==> config.mk <==
export PLATFORM = sky130hd
export DESIGN_NAME = wr_window_trainer
export DESIGN_NICKNAME = d
export VERILOG_FILES = /design/src/rtl/wwt_pkg.sv /design/src/rtl/wwt_lane.sv /design/src/rtl/wwt_datapath.sv /design/src/rtl/wwt_ctrl.sv /design/src/rtl/wr_window_trainer.sv
export SDC_FILE = /design/constraint.sdc
export NUM_CORES = 1
export LEC_CHECK = 0
export ABC_AREA = 1
export BUFFER_PORTS_ARGS = -buffer_cell sky130_fd_sc_hd__buf_2
export CORE_MARGIN = 3
export CORE_UTILIZATION = 50
export DETAILED_ROUTE_END_ITERATION = 10
export PLACE_DENSITY = 0.7
export REMOVE_ABC_BUFFERS = 1
export SYNTH_ARGS = -nofsm -noshare
export SYNTH_HDL_FRONTEND = slang
export SYNTH_HIERARCHICAL = 1
export SYNTH_SLANG_ARGS = --single-unit
==> constraint.sdc <==
create_clock -name clk -period 2.1 [get_ports clk]
set_input_delay 0.315 -clock clk [delete_from_list [all_inputs] [get_ports clk]]
set_output_delay 0.315 -clock clk [all_outputs]
set_load 0.01 [all_outputs]
==> src/rtl/wwt_pkg.sv <==
package wwt_pkg;
  typedef struct packed {
    logic clearAll;
    logic evalEn;
    logic stepOut;
    logic phaseNext;
    logic finish;
    logic wantFail;
  } dpCtrl_t;

  typedef enum logic [2:0] {
    ST_IDLE, ST_REQ, ST_WAIT, ST_STEP, ST_CHK, ST_FIN, ST_DONE
  } state_t;
endpackage

==> src/rtl/wwt_lane.sv <==
module wwt_lane
  import wwt_pkg::*;
#(
  parameter int CNT_W     = 8,
  parameter int CONSIST   = 10,
  parameter int EDGE_TRIM = 9
) (
  input  logic             clk,
  input  logic             rstN,
  input  dpCtrl_t          ctrl,
  input  logic             laneFail,
  output logic             active,
  output logic             stepPend,
  output logic [CNT_W-1:0] centre
);
  localparam int CONS_W = $clog2(CONSIST + 1);
  localparam logic [CONS_W-1:0] CONS_LIM = CONS_W'(CONSIST);
  localparam logic [CNT_W:0] TRIM = (CNT_W + 1)'(EDGE_TRIM);

  logic [CNT_W-1:0]  stepCnt;
  logic [CNT_W-1:0]  lowRec;
  logic [CONS_W-1:0] consCnt;
  logic [CNT_W:0]    lowAdj;
  logic [CNT_W:0]    upAdj;
  logic [CNT_W:0]    sumAdj;
  logic              wanted;

  assign wanted = (laneFail == ctrl.wantFail);
  assign lowAdj = {1'b0, lowRec} - TRIM;
  assign upAdj  = {1'b0, stepCnt} - TRIM;
  assign sumAdj = lowAdj + upAdj;

  always_ff @(posedge clk) begin
    if (!rstN) begin
      stepCnt  <= '0;
      lowRec   <= '0;
      consCnt  <= '0;
      active   <= 1'b0;
      stepPend <= 1'b0;
      centre   <= '0;
    end else if (ctrl.clearAll) begin
      stepCnt  <= '0;
      lowRec   <= '0;
      consCnt  <= '0;
      active   <= 1'b1;
      stepPend <= 1'b0;
      centre   <= '0;
    end else begin
      if (ctrl.evalEn) begin
        stepPend <= 1'b0;
        if (active) begin
          if (!wanted) begin
            stepPend <= 1'b1;
            stepCnt  <= stepCnt + 1'b1;
          end else if (consCnt != CONS_LIM) begin
            stepPend <= 1'b1;
            stepCnt  <= stepCnt + 1'b1;
            consCnt  <= consCnt + 1'b1;
          end else begin
            active <= 1'b0;
          end
        end
      end else if (ctrl.stepOut) begin
        stepPend <= 1'b0;
      end
      if (ctrl.phaseNext) begin
        lowRec  <= stepCnt;
        consCnt <= '0;
        active  <= 1'b1;
      end
      if (ctrl.finish) begin
        centre <= sumAdj[CNT_W:1];
      end
    end
  end
endmodule

==> src/rtl/wwt_datapath.sv <==
module wwt_datapath
  import wwt_pkg::*;
#(
  parameter int LANES     = 8,
  parameter int CNT_W     = 8,
  parameter int CONSIST   = 10,
  parameter int EDGE_TRIM = 9
) (
  input  logic                   clk,
  input  logic                   rstN,
  input  dpCtrl_t                ctrl,
  input  logic [LANES-1:0]       testFail,
  output logic [LANES-1:0]       stepStrb,
  output logic                   anyActive,
  output logic [LANES*CNT_W-1:0] centre
);
  logic [LANES-1:0] activeVec;
  logic [LANES-1:0] pendVec;

  for (genvar i = 0; i < LANES; i++) begin : g_lane
    wwt_lane #(
      .CNT_W    (CNT_W),
      .CONSIST  (CONSIST),
      .EDGE_TRIM(EDGE_TRIM)
    ) u_lane (
      .clk     (clk),
      .rstN    (rstN),
      .ctrl    (ctrl),
      .laneFail(testFail[i]),
      .active  (activeVec[i]),
      .stepPend(pendVec[i]),
      .centre  (centre[i*CNT_W +: CNT_W])
    );
  end

  assign stepStrb  = pendVec & {LANES{ctrl.stepOut}};
  assign anyActive = |activeVec;
endmodule

==> src/rtl/wwt_ctrl.sv <==
module wwt_ctrl
  import wwt_pkg::*;
(
  input  logic    clk,
  input  logic    rstN,
  input  logic    start,
  input  logic    testDone,
  input  logic    stepErr,
  input  logic    anyActive,
  output dpCtrl_t ctrl,
  output logic    testReq,
  output logic    busy,
  output logic    done,
  output logic    trainErr
);
  state_t state, nextState;
  logic   wantFail;
  logic   errQ;

  always_comb begin
    ctrl          = '0;
    ctrl.wantFail = wantFail;
    nextState     = state;
    unique case (state)
      ST_IDLE: if (start) begin
        ctrl.clearAll = 1'b1;
        nextState     = ST_REQ;
      end
      ST_REQ:  nextState = ST_WAIT;
      ST_WAIT: if (testDone) begin
        ctrl.evalEn = 1'b1;
        nextState   = ST_STEP;
      end
      ST_STEP: begin
        ctrl.stepOut = 1'b1;
        nextState    = ST_CHK;
      end
      ST_CHK: begin
        if (stepErr) begin
          nextState = ST_DONE;
        end else if (anyActive) begin
          nextState = ST_REQ;
        end else if (!wantFail) begin
          ctrl.phaseNext = 1'b1;
          nextState      = ST_REQ;
        end else begin
          nextState = ST_FIN;
        end
      end
      ST_FIN: begin
        ctrl.finish = 1'b1;
        nextState   = ST_DONE;
      end
      ST_DONE: nextState = ST_IDLE;
      default: nextState = ST_IDLE;
    endcase
  end

  always_ff @(posedge clk) begin
    if (!rstN) begin
      state    <= ST_IDLE;
      wantFail <= 1'b0;
      errQ     <= 1'b0;
    end else begin
      state <= nextState;
      if (ctrl.clearAll) begin
        wantFail <= 1'b0;
        errQ     <= 1'b0;
      end
      if (ctrl.phaseNext) wantFail <= 1'b1;
      if (state == ST_CHK && stepErr) errQ <= 1'b1;
    end
  end

  assign testReq  = (state == ST_REQ);
  assign busy     = (state != ST_IDLE);
  assign done     = (state == ST_DONE);
  assign trainErr = errQ;
endmodule

==> src/rtl/wr_window_trainer.sv <==
module wr_window_trainer
  import wwt_pkg::*;
#(
  parameter int LANES     = 8,
  parameter int CNT_W     = 8,
  parameter int CONSIST   = 10,
  parameter int EDGE_TRIM = 9
) (
  input  logic                   clk,
  input  logic                   rstN,
  input  logic                   start,
  input  logic                   testDone,
  input  logic [LANES-1:0]       testFail,
  input  logic                   stepErr,
  output logic                   testReq,
  output logic [LANES-1:0]       stepStrb,
  output logic                   busy,
  output logic                   done,
  output logic                   trainErr,
  output logic [LANES*CNT_W-1:0] centre
);
  dpCtrl_t ctrl;
  logic    anyActive;

  wwt_ctrl u_ctrl (
    .clk      (clk),
    .rstN     (rstN),
    .start    (start),
    .testDone (testDone),
    .stepErr  (stepErr),
    .anyActive(anyActive),
    .ctrl     (ctrl),
    .testReq  (testReq),
    .busy     (busy),
    .done     (done),
    .trainErr (trainErr)
  );

  wwt_datapath #(
    .LANES    (LANES),
    .CNT_W    (CNT_W),
    .CONSIST  (CONSIST),
    .EDGE_TRIM(EDGE_TRIM)
  ) u_dp (
    .clk      (clk),
    .rstN     (rstN),
    .ctrl     (ctrl),
    .testFail (testFail),
    .stepStrb (stepStrb),
    .anyActive(anyActive),
    .centre   (centre)
  );
endmodule

==> impl_metrics.csv, run 1 <==
group,metric,value,unit
status,outcome,"complete, no violations",
layout,diodes,0,
clock_network,clock_path_buffers,3,
sta,min_period_over_period,96.5,%
floorplan,core_area,0.0289,mm^2
route,drcViolationCount,0,
clock_network,cts_sinks,245,
sta,skew,0.00703,ns
sta,min_period,2.03,ns
layout,post-route-cell-area,0.0167,mm^2
synthesis,ys_seq_area_share,33.4,%
min_path,hold_class,"in -> reg",
clock_network,clk_latency,0.54,ns
synthesis,yosysTopAreaCell,"dfxtp_1",
run,drv_cap,0,
synthesis,synth_top_family_by_area,"simple AND/OR/NAND/NOR gates",
route,wl,30000,um
layout,ff_latch_area,0.00492,mm^2
global_route,grtUsageMet2,33.9,%
synthesis,synth-seq-cells,245,
synthesis,synth_edf_count,0,
worst_setup_path,startpoint_type,"register",
worst_setup_path,critical_path.max_fanout,8,
route,vias,13100,
clock_network,hold_buffers,0,
global_route,grt_pass1_wl,52100,um
clock_network,cts_tree,"built",
synthesis,synth_compound_area_share,11.2,%
synthesis,synth_area_leaders,"dfxtp_1 33%, nand2_1 13%, inv_1 12%",
worst_setup_path,r2r-end,"u_dp/g_lane[0].u_lane/centre[7]",
layout,utilization,57.8,%
clock_network,h-tree-depth,1,
global_route,first_global_vias,12000,
layout,fillCellCount,2794,
route,avgViaCountPerCell,4.85,
synthesis,synth_top_area_share,33.4,%
route,routedWlPerCell,11.1,um
global_route,met1_usage,24.6,%
worst_setup_path,arrival,1.71,ns
synthesis,syn_area,0.0147,mm^2
global_route,antenna_found_initial,0,
worst_setup_path,crit_chain,"buf_4 > nand3_1 > inv_2 > buf_6 > nand2_1 > inv_1 > buf_2",
global_route,overflow,0,
sta,slew_headroom,68.7,%
floorplan,die_w,177,um
floorplan,start_util,50.9,%
power,finalPower,0.0109,W
layout,finalNetCount,2453,
power,powerDensity,651,mW/mm^2
layout,final_common_cell,"nand2_1",
worst_setup_path,slowest_stage,"dfxtp_2",
route,firstDrtPassIters,5,
global_route,grt.busiest_layer,"met2",
worst_setup_path,end_kind,"primary output",
sta,fin_hold_ws,0.0647,ns
route,drtIter0Drc,765,
floorplan,num_io_pins,89,
worst_setup_path,ff2ff_setup_slack,0.13,ns
clock_network,clkSlewWorstSetupHoldPaths,0.06,ns
clock_network,numCtsBuffers,29,
synthesis,ys_types,31,
layout,area_growth,13.5,%
synthesis,synth_flop_cell,"dfxtp_1",
floorplan,die_h,177,um
synthesis,synthMuxAreaShare,0,%
route,antenna_left,0,
sta,tns,0,ns
worst_setup_path,critical_path.max_stage_delay,0.35,ns
place,place_area,0.0156,mm^2
layout,mostFrequentLayoutCells,"491 x nand2_1, 464 x inv_1, 229 x dfxtp_1",
floorplan,die-area,0.0315,mm^2
synthesis,synth-simple-area-share,27.0,%
global_route,use_met3,2.50,%
synthesis,synth.avg_cell_area,6.71,um^2
worst_setup_path,rr_startpoint,"u_dp/g_lane[0].u_lane/stepCnt[3]",
clock_network,cts_root_buf,"clkbuf_16",
global_route,grt_max_degree,80,
place,gp_congestion,0.829,
worst_setup_path,cp-startpoint,"u_ctrl/state[0]",
global_route,grtUsageTotal,19.0,%
sta,rsz0062_at_grt,"yes",
synthesis,yosysWarnings,6,
layout,drive_above_1_share,10.3,%
sta,worstMarginPinSlew,0.469,ns
place,numPortBuffers,88,
sta,setup_viol,0,
worst_setup_path,reg2reg_depth,11,
sta,slew_violations,0,
synthesis,synth-xor-area-share,1.85,%
worst_setup_path,endpoint,"stepStrb[4]",
synthesis,synthArstFlopShare,0,%
place,place_hpwl,21700,um
worst_setup_path,critPathRequiredTime,1.78,ns
floorplan,num_rows,62,
synthesis,syn_inst,2192,
sta,finalHoldViolCount,0,
sta,max_freq,493,MHz
synthesis,synth_fa_ha_area_share,12.7,%
layout,multi_input_area,0.00777,mm^2
power,peakVddDrop,0.574,mV
worst_setup_path,critPathKind,"reg -> out",
power,p_leak,8.53,nW
## where the power goes
group          internal [W]  switching [W]
Sequential          0.00472      0.0000545
Clock               0.00324        0.00200
Combinational      0.000282       0.000578
## registers in the layout (all words and copies together), names as in the netlist, 3 cells and up
register,cells
u_dp/g_lane.u_lane/centre,64
u_dp/g_lane.u_lane/consCnt,32
u_ctrl/state,3
u_dp/g_lane.u_lane/stepPend,8
u_dp/g_lane.u_lane/lowRec,64
u_dp/g_lane.u_lane/active,8
u_dp/g_lane.u_lane/stepCnt,64
## routing by layer
layer  part of all wire [%]  vias up
li1                       -     7012
met1                     48     5896
met2                     47      157
met3                    3.8       34
met4                    1.6        0
met5                      0        -
## kinds of logic after synthesis
group                    Yosys count
AO/OA/AOI/OAI                    316
XOR/XNOR                          31
adder cells (fa/ha/maj)          144
buffers and inverters            523
flip-flops                       245
AND/OR/NAND/NOR                  933
## cell type report
cell class | count | share of cell area, %
repair buffers | 115 | 4.20
inverters | 481 | 10.8
clock inverters | 12 | 1.06
clock buffers | 40 | 4.96
multi-input cells | 1424 | 46.5
flip-flops and latches | 245 | 29.5
well taps | 384 | 2.88
## worst max-delay path: cells and delay by family, from the launching register on
family	cells	cell delay [ns]
buffers and inverters	5	0.61
AND/OR/NAND/NOR	2	0.21
flip-flops	1	0.35
## worst min path at each step
stage,end,from,cells after the start
4_1_cts,u_ctrl/state[1],stepErr,3
2_1_floorplan,u_dp/g_lane[0].u_lane/active,rstN,2
5_1_grt,u_ctrl/trainErr,stepErr,3
3_3_place_gp,u_dp/g_lane[1].u_lane/centre[0],u_dp/g_lane[1].u_lane/centre[0],2
3_5_place_dp,u_dp/g_lane[1].u_lane/centre[0],u_dp/g_lane[1].u_lane/centre[0],2
6_report,u_ctrl/state[1],stepErr,3
## synth_stat cells, types with 9 or more instances
cell	number
nand2_2	9
ha_1	136
nor3_1	10
o21ai_0	121
nand4_1	15
inv_2	10
xor2_1	23
nand3b_1	18
nand2_1	493
dfxtp_1	245
nor2_4	9
inv_1	471
buf_2	25
nor2_1	209
a21oi_1	171
nand3_1	149
## timing repair
action / in CTS / in global routing
setup endpoints to repair: 7 / 35
pin swaps: 0 / 6
resized for setup: 2 / 29
setup buffers: 1 / 1
## stage by stage
stage,cells,worst slack (ns)
6_report,2701,0.0730
5_1_grt,2701,-0.00265
4_1_cts,2700,0.000166
3_5_place_dp,2647,0.0331
3_3_place_gp,2647,0.0527
2_1_floorplan,2150,-1.06
No activity file was read; power rests on OpenSTA's default activity.
==> inputs of run 2 (changes only) <==
--- a/config.mk
+++ b/config.mk
@@ -7,6 +7,7 @@
 export LEC_CHECK = 0
 export ABC_AREA = 1
 export BUFFER_PORTS_ARGS = -buffer_cell sky130_fd_sc_hd__buf_2
+export CORE_ASPECT_RATIO = 0.6
 export CORE_MARGIN = 3
 export CORE_UTILIZATION = 50
 export DETAILED_ROUTE_END_ITERATION = 10
==> impl_metrics.csv, run 2 (synthesized netlist as in run 1, its figures left out) <==
group,metric,value,unit
sta,min_period_over_period,95.7,%
global_route,grt_pass1_wl,53800,um
clock_network,hold_buffers,0,
sta,worstMarginPinSlew,0.434,ns
clock_network,clock_path_buffers,3,
clock_network,h-tree-depth,1,
route,drtIter0Drc,789,
worst_setup_path,ff2ff_setup_slack,0.14,ns
worst_setup_path,arrival,1.69,ns
clock_network,clk_latency,0.52,ns
clock_network,cts_root_buf,"clkbuf_16",
clock_network,cts_tree,"built",
floorplan,core_area,0.0282,mm^2
run,drv_cap,0,
power,powerDensity,625,mW/mm^2
worst_setup_path,critical_path.max_fanout,6,
sta,setup_viol,0,
worst_setup_path,critPathKind,"reg -> out",
sta,tns,0,ns
worst_setup_path,critPathRequiredTime,1.78,ns
power,p_leak,8.50,nW
floorplan,die-area,0.0316,mm^2
sta,finalHoldViolCount,0,
worst_setup_path,end_kind,"primary output",
sta,max_freq,498,MHz
place,place_hpwl,22700,um
min_path,min_path_cells,3,
power,finalPower,0.0104,W
worst_setup_path,reg2reg_depth,12,
global_route,antenna_found_initial,0,
sta,min_period,2.01,ns
route,wl,31800,um
worst_setup_path,crit_chain,"buf_4 > nand3_1 > inv_2 > buf_6 > nand2_1 > inv_1 > buf_2",
route,firstDrtPassIters,7,
route,avgViaCountPerCell,4.88,
place,gp_congestion,0.839,
global_route,grtUsageTotal,19.7,%
layout,fillCellCount,2646,
clock_network,cts_sinks,245,
layout,drive_above_1_share,10.1,%
layout,finalNetCount,2454,
worst_setup_path,critical_path.max_stage_delay,0.35,ns
clock_network,numCtsBuffers,25,
route,vias,13100,
layout,diodes,0,
sta,skew,0.0126,ns
floorplan,num_rows,47,
sta,slew_violations,0,
global_route,overflow,0,
layout,final_common_cell,"nand2_1",
layout,top_regs,"u_dp/g_lane.u_lane/centre: 64 flops, u_dp/g_lane.u_lane/lowRec: 64 flops, u_dp/g_lane.u_lane/stepCnt: 64 flops",
sta,worst_slack,0.0902,ns
route,routedWlPerCell,11.9,um
floorplan,start_util,52.1,%
layout,multi_input_area,0.00776,mm^2
worst_setup_path,slowest_stage,"dfxtp_2",
global_route,first_global_vias,11700,
place,numPortBuffers,88,
min_path,hold_class,"in -> reg",
floorplan,die_h,139,um
status,outcome,"complete, no violations",
worst_setup_path,startpoint_type,"register",
place,place_ws,0.0722,ns
global_route,grt_max_degree,61,
floorplan,num_io_pins,89,
route,antenna_left,0,
layout,mostFrequentLayoutCells,"493 x nand2_1, 467 x inv_1, 228 x dfxtp_1",
route,drcViolationCount,0,
sta,rsz0062_at_grt,"yes",
floorplan,die_w,227,um
layout,area_growth,12.8,%
power,peakVddDrop,0.547,mV
sta,slew_headroom,71.0,%
layout,ff_latch_area,0.00493,mm^2
sta,fin_hold_ws,0.0819,ns
clock_network,clkSlewWorstSetupHoldPaths,0.06,ns
[run 2: changes by cell type in the layout (fill, tap and decap cells not counted), sizes merged]
cell	change
clkinvlp	+1
buf	+5
clkbuf	-7
inv	-1
clkinv	-1
[run 2: metrics by stage]
stage | cells | util [%] | instance area (um^2)
2_1_floorplan | 2150 | - | 14400
3_3_place_gp | 2632 | 55.3 | 15600
3_5_place_dp | 2632 | 55.3 | 15600
4_1_cts | 2679 | 58.5 | 16500
5_1_grt | 2681 | 58.8 | 16600
6_report | 2681 | 58.8 | 16600
[run 2: metal layers]
metal  GRT usage [%]  part of all wire [%]
met1            28.8                    52
met2            31.1                    42
met3            2.71                   3.8
met4            4.09                   1.6
met5               0                     0
[run 2: where the power goes]
group          leakage [nW]  switching, W  internal (W)
combinational          6.09      0.000590      0.000288
clock                 0.428       0.00187       0.00284
sequential             1.98     0.0000576       0.00472
[run 2: worst max-delay path, delay by kind of cell (launching register included)]
family                 cells  cell delay [ns]
buffers and inverters      5             0.59
and+or+nand+nor            2             0.24
DFF                        1             0.35
[run 2: final timing paths]
kind	start	to
worst max register to register	u_dp/g_lane[5].u_lane/stepCnt[1]	u_dp/g_lane[5].u_lane/centre[4]
worst min register to register	u_dp/g_lane[4].u_lane/centre[0]	u_dp/g_lane[4].u_lane/centre[0]
worst max-delay path	u_ctrl/state[0]	stepStrb[5]
worst min-delay path	stepErr	u_ctrl/trainErr
[run 2: repair_timing]
| item | CTS | global route |
|---|---|---|
| cloned | 1 | 0 |
| pin swaps | 0 | 1 |
| resized for setup | 3 | 29 |
| setup buffers | 2 | 2 |
| setup endpoints to repair | 6 | 60 |
[run 2: area by class of cell]
class	count	share of cell area, %
multi-input combinational	1424	46.8
sequential	245	29.7
inverter	481	10.9
timing repair buffer	120	4.60
clock buffer	33	4.25
tap	367	2.77
clock inverter	11	0.950
